===== src/rtl/baud_clkgen_pkg.sv =====
`timescale 1ns/1ps
package baud_clkgen_pkg;
  typedef enum logic [1:0] {
    CLK_ASYNC    = 2'd0,
    CLK_ASYNC_X2 = 2'd1,
    CLK_MASTER   = 2'd2,
    CLK_SLAVE    = 2'd3
  } clk_mode_e;

  function automatic clk_mode_e decode_mode(input logic sync, input logic dir, input logic dbl);
    if (sync) return dir ? CLK_MASTER : CLK_SLAVE;
    return dbl ? CLK_ASYNC_X2 : CLK_ASYNC;
  endfunction
endpackage


===== src/rtl/baud_prescaler.sv =====
`timescale 1ns/1ps
module baud_prescaler #(
  parameter int DIV_W = 12
) (
  input  logic             clk_i,
  input  logic             rst_ni,
  input  logic [DIV_W-1:0] div_i,
  input  logic             load_i,
  output logic             tick_o
);
  logic [DIV_W-1:0] cnt_q;

  assign tick_o = (cnt_q == '0) && !load_i;

  always_ff @(posedge clk_i or negedge rst_ni) begin
    if (!rst_ni)                      cnt_q <= '0;
    else if (load_i || cnt_q == '0)   cnt_q <= div_i;
    else                              cnt_q <= cnt_q - 1'b1;
  end
endmodule


===== src/rtl/baud_div_chain.sv =====
`timescale 1ns/1ps
module baud_div_chain #(
  parameter int MID_DIV = 4
) (
  input  logic clk_i,
  input  logic rst_ni,
  input  logic tick_i,
  output logic half_lvl_o,
  output logic half_rise_o,
  output logic half_fall_o,
  output logic mid_o,
  output logic full_o
);
  localparam int MID_W = (MID_DIV > 2) ? $clog2(MID_DIV) : 1;
  localparam logic [MID_W-1:0] MID_LAST = MID_W'(MID_DIV - 1);

  logic             half_q, last_q;
  logic [MID_W-1:0] mid_q;
  logic             half_en;

  assign half_rise_o = tick_i && !half_q;
  assign half_fall_o = tick_i && half_q;
  assign half_en     = half_fall_o;
  assign mid_o       = half_en && (mid_q == MID_LAST);
  assign full_o      = mid_o && last_q;
  assign half_lvl_o  = half_q;

  always_ff @(posedge clk_i or negedge rst_ni) begin
    if (!rst_ni) begin
      half_q <= 1'b0;
      mid_q  <= '0;
      last_q <= 1'b0;
    end else begin
      if (tick_i)  half_q <= !half_q;
      if (half_en) mid_q  <= (mid_q == MID_LAST) ? '0 : mid_q + 1'b1;
      if (mid_o)   last_q <= !last_q;
    end
  end
endmodule


===== src/rtl/baud_xck_sync.sv =====
`timescale 1ns/1ps
module baud_xck_sync #(
  parameter int STAGES = 2
) (
  input  logic clk_i,
  input  logic rst_ni,
  input  logic xck_i,
  output logic rise_o,
  output logic fall_o
);
  logic [STAGES-1:0] sync_q;
  logic              prev_q;

  for (genvar g = 0; g < STAGES; g++) begin : g_stage
    if (g == 0) begin : g_first
      always_ff @(posedge clk_i or negedge rst_ni)
        if (!rst_ni) sync_q[g] <= 1'b0;
        else         sync_q[g] <= xck_i;
    end else begin : g_next
      always_ff @(posedge clk_i or negedge rst_ni)
        if (!rst_ni) sync_q[g] <= 1'b0;
        else         sync_q[g] <= sync_q[g-1];
    end
  end

  always_ff @(posedge clk_i or negedge rst_ni)
    if (!rst_ni) prev_q <= 1'b0;
    else         prev_q <= sync_q[STAGES-1];

  assign rise_o = sync_q[STAGES-1] && !prev_q;
  assign fall_o = !sync_q[STAGES-1] && prev_q;
endmodule


===== src/rtl/baud_clkgen.sv =====
`timescale 1ns/1ps
module baud_clkgen
  import baud_clkgen_pkg::*;
#(
  parameter int DIV_W       = 12,
  parameter int MID_DIV     = 4,
  parameter int SYNC_STAGES = 2
) (
  input  logic             clk_i,
  input  logic             rst_ni,
  input  logic [DIV_W-1:0] baud_div_i,
  input  logic             baud_wr_i,
  input  logic             dbl_speed_i,
  input  logic             sync_mode_i,
  input  logic             xck_dir_i,
  input  logic             xck_pol_i,
  input  logic             xck_i,
  output logic             tx_en_o,
  output logic             rx_en_o,
  output logic             xck_o
);
  clk_mode_e mode;
  logic tick, half_lvl, half_rise, half_fall, mid_tap, full_tap;
  logic ext_rise, ext_fall;
  logic tx_nx, rx_nx, tx_q, rx_q;

  assign mode = decode_mode(sync_mode_i, xck_dir_i, dbl_speed_i);

  baud_prescaler #(.DIV_W(DIV_W)) u_pre (
    .clk_i, .rst_ni, .div_i(baud_div_i), .load_i(baud_wr_i), .tick_o(tick)
  );

  baud_div_chain #(.MID_DIV(MID_DIV)) u_div (
    .clk_i, .rst_ni, .tick_i(tick),
    .half_lvl_o(half_lvl), .half_rise_o(half_rise), .half_fall_o(half_fall),
    .mid_o(mid_tap), .full_o(full_tap)
  );

  baud_xck_sync #(.STAGES(SYNC_STAGES)) u_sync (
    .clk_i, .rst_ni, .xck_i, .rise_o(ext_rise), .fall_o(ext_fall)
  );

  always_comb begin
    tx_nx = 1'b0;
    rx_nx = 1'b0;
    unique case (mode)
      CLK_ASYNC:    begin tx_nx = full_tap; rx_nx = tick; end
      CLK_ASYNC_X2: begin tx_nx = mid_tap;  rx_nx = tick; end
      CLK_MASTER:   begin
        tx_nx = xck_pol_i ? half_fall : half_rise;
        rx_nx = xck_pol_i ? half_rise : half_fall;
      end
      CLK_SLAVE:    begin
        tx_nx = xck_pol_i ? ext_fall : ext_rise;
        rx_nx = xck_pol_i ? ext_rise : ext_fall;
      end
      default: ;
    endcase
  end

  always_ff @(posedge clk_i or negedge rst_ni) begin
    if (!rst_ni) begin
      tx_q <= 1'b0;
      rx_q <= 1'b0;
    end else begin
      tx_q <= tx_nx;
      rx_q <= rx_nx;
    end
  end

  assign tx_en_o = tx_q;
  assign rx_en_o = rx_q;
  // pin driven only in synchronous master mode
  assign xck_o   = (mode == CLK_MASTER) && half_lvl;
endmodule


===== config.mk =====
export PLATFORM = sky130hd
export DESIGN_NAME = baud_clkgen
export DESIGN_NICKNAME = d
export VERILOG_FILES = /design/src/rtl/baud_clkgen_pkg.sv /design/src/rtl/baud_prescaler.sv /design/src/rtl/baud_div_chain.sv /design/src/rtl/baud_xck_sync.sv /design/src/rtl/baud_clkgen.sv
export SDC_FILE = /design/constraint.sdc
export NUM_CORES = 1
export LEC_CHECK = 0
export ABC_AREA = 1
export BUFFER_PORTS_ARGS = -buffer_cell sky130_fd_sc_hd__buf_2
export CORE_MARGIN = 10
export CORE_UTILIZATION = 54
export DETAILED_ROUTE_END_ITERATION = 10
export PLACE_DENSITY_LB_ADDON = 0.15
export SKIP_CTS_REPAIR_TIMING = 1
export SLEW_MARGIN = 25
export SYNTH_ARGS = -nofsm -noshare
export SYNTH_HDL_FRONTEND = slang
export SYNTH_SLANG_ARGS = --single-unit

===== constraint.sdc =====
create_clock -name clk_i -period 1.9 [get_ports clk_i]
set_input_delay 0.095 -clock clk_i [delete_from_list [all_inputs] [get_ports clk_i]]
set_output_delay 0.095 -clock clk_i [all_outputs]
set_load 0.02 [all_outputs]

==> impl_results.md <==
* Num CTS Buffers at 3
* Post-synthesis sequential area ratio at 0.419
* Vias per cell at between 4 and 5
* DP Area at 1370 um^2
* Worst EP arrival at 1.67 ns
* Slew margin rel. at 0.689
* Synth Area in Compound Gates at 0.0987
* P_leak at 0.737 nW
* Synth Register Bits at 21
* Starting DRT DRC Count at 42
* Critical R2R Launch: u_pre.cnt_q[2]
* Ys Warns at 0
* Fin area at 1450 um^2
* Die W at approximately 70 um
* Core ar. at ~2200 um^2
* Synth top area share at 0.419
* Final wirelength at 2.32 mm
* Wire length per cell at 11.8 um
* Slew @ Worst Pin at 0.466 ns
* Post-Synth XOR/XNOR Area at 0.0628
* Initial Util at 0.567
* CTS tree: done
* Worst path required time at roughly 2.1 ns
* RSZ-0062 raised after global routing: no
* Fillcell total at approximately 210
* Max Clock Skew at 0.00209 ns
* Antenna violations before repair at 0
* Vias in the first global route at 911
* VDD IR max at slightly above 400 uV
* Post-route ant nets at 0
* Worst-path clk slew at 0.12 ns
* Hold crit path type: in2reg
* Synthesized netlist cell count at 138
* Setup crit end kind: flip-flop
* Max FO, Critical Path at 3
* Worst-Skew Late Latency at 0.30 ns
* CP Class: reg2reg
* Gp weighted congestion at 0.864
* Chip Height at 68.2 um
* Synth Area in Adders at 0.0299
* Commonest non-fill, non-tap cell in the layout: nand2_1
* Area Growth Syn to Fin at 15.8%
* Max Clock Freq at 676 MHz
* Buffers on Ports at 22
* Failing checks: hold timing
* Synth Area per Inst at 9.09 um^2
* Crit path launch: u_pre.cnt_q[2]
* Fin crit period at 1.48 ns
* Total power at 0.960 mW
* Share of post-route cells with drive strength above 1 at 0.321
* PwrDens at 661 nW/um^2
* Crit start category: flip-flop
* Util after Layout at 0.657
* Clock root buffer master: clkbuf_4
* Most frequent cells in the layout: nand2_1, buf_2, dfrtp_1
* Net Count, Synth at about 160
* I/O pin cnt at 23
* Period Utilization, post-route at 0.779
* Mux contribution to synthesized area at 0
* Status: finished, violations left
* Synth top area cells: dfrtp_1, nand2_1, o21ai_2, inv_1, nor2_4
* Synth area leader: dfrtp_1
* Main combinational cell family by area after synthesis: simple AND/OR/NAND/NOR gates
* Clk buf depth at 2
* Simple-gate area share of the yosys netlist at 0.301
* DP Worst Slack at 0.417 ns
* Final setup margin at between 0.4 and 0.5 ns
* Post-Synthesis Cell Area at 1250 um^2
* Drt pass-1 iters at 4
* Final Non-Filler Cells at 196
* N_diodes at 0
* Largest net degree at the start of global routing at 22
* Synth unique cells at 29
* Fin Hold WS at -0.00170 ns
* Setup violators final at 0
* Final hold viol count at 2
* Post-route setup TNS at 0 ns
* Vias post-DR at between 900 and 1k
* Rows at 17
* Hpwl dp at 1.84 mm
* Fin. max-slew vios at 0
* Die Area at 4650 um^2
* CTS sink count at 21
* DRC Markers at 0
* # Max-Cap Violations at 0
* Number of nets in the layout at 192
* # placed instances at 186
* GR Overflow Total at 0
* First-pass GRT wire length at 3.98 mm
* Gr usage total at 0.109
* Clock H-tree levels at 1
* Hold path start: baud_div_i[5]
[worst paths after layout]
kind                               endpoint  slack [ns]  depth (start not counted)
max                          u_pre.cnt_q[9]        0.42                          7
min                          u_pre.cnt_q[5]      -0.002                          3
max reg2reg                  u_pre.cnt_q[9]        0.42                          7
min reg2reg                u_sync.sync_q[1]        0.36                          0
max in group asynchronous    u_pre.cnt_q[7]        1.32                          2
min in group asynchronous    u_pre.cnt_q[6]        0.27                          2
[registers in the layout (all words and copies together), names as in the netlist]
name	cells
u_sync.prev_q	1
tx_en_o	1
u_sync.sync_q	2
u_div.half_lvl_o	1
u_div.mid_q	2
rx_en_o	1
u_pre.cnt_q	12
u_div.last_q	1
[critical path, cell delays in order (launching register included)]
cell	delay, ns
dfrtp_1	0.45
nor2_1	0.12
nand2_1	0.11
nor2_1	0.14
nand3_1	0.17
nor2_2	0.16
xor2_1	0.16
o21ai_1	0.07
[where the power goes]
part           leakage [nW]  switching, mW  internal (mW)
Clock                0.0177          0.135         0.0783
Sequential            0.261         0.0367          0.485
Combinational         0.458          0.130         0.0952
[per-layer routing]
layer / global-route usage / vias to the layer above / wire [um] / part of all wire
li1: - / 505 / - / -
met1: 0.132 / 417 / 1050 / 0.45
met2: 0.179 / 19 / 1090 / 0.47
met3: 0.0326 / 2 / 162 / 0.070
met4: 0.0377 / 0 / 16 / 0.0069
met5: 0 / - / 0 / 0
[synthesized netlist by cell type]
library cell / n
a31oi_1: 1
buf_12: 1
buf_8: 1
clkinv_1: 1
dfrtp_1: 21
ha_1: 3
inv_1: 15
inv_2: 2
inv_6: 1
nand2_1: 30
nand2_2: 5
nand2_4: 1
nand3_1: 8
nand4_1: 3
nand4_2: 1
nand4_4: 1
nor2_1: 9
nor2_2: 3
nor2_4: 5
nor3_1: 1
nor3_4: 1
o2111ai_1: 2
o211ai_1: 1
o21a_1: 1
o21ai_0: 2
o21ai_1: 1
o21ai_2: 8
xnor2_1: 3
xor2_1: 6
[logic make-up after synthesis]
group	count (synthesis)
flops	21
buf+inv	21
compound gates	16
fa+ha+maj	3
simple gates	68
xor+xnor	9
[final cells by class]
| type | count | area [um^2] | share of cell area |
|---|---|---|---|
| inverters | 19 | 76.3 | 0.0525 |
| flip-flops and latches | 21 | 526 | 0.362 |
| clock buffers | 3 | 22.5 | 0.0155 |
| clock inverters | 1 | 5.00 | 0.00345 |
| multi-input cells | 96 | 618 | 0.425 |
| well taps | 28 | 35.0 | 0.0241 |
| repair buffers | 28 | 170 | 0.117 |
Note: power is estimated with default switching activity, not from simulation.
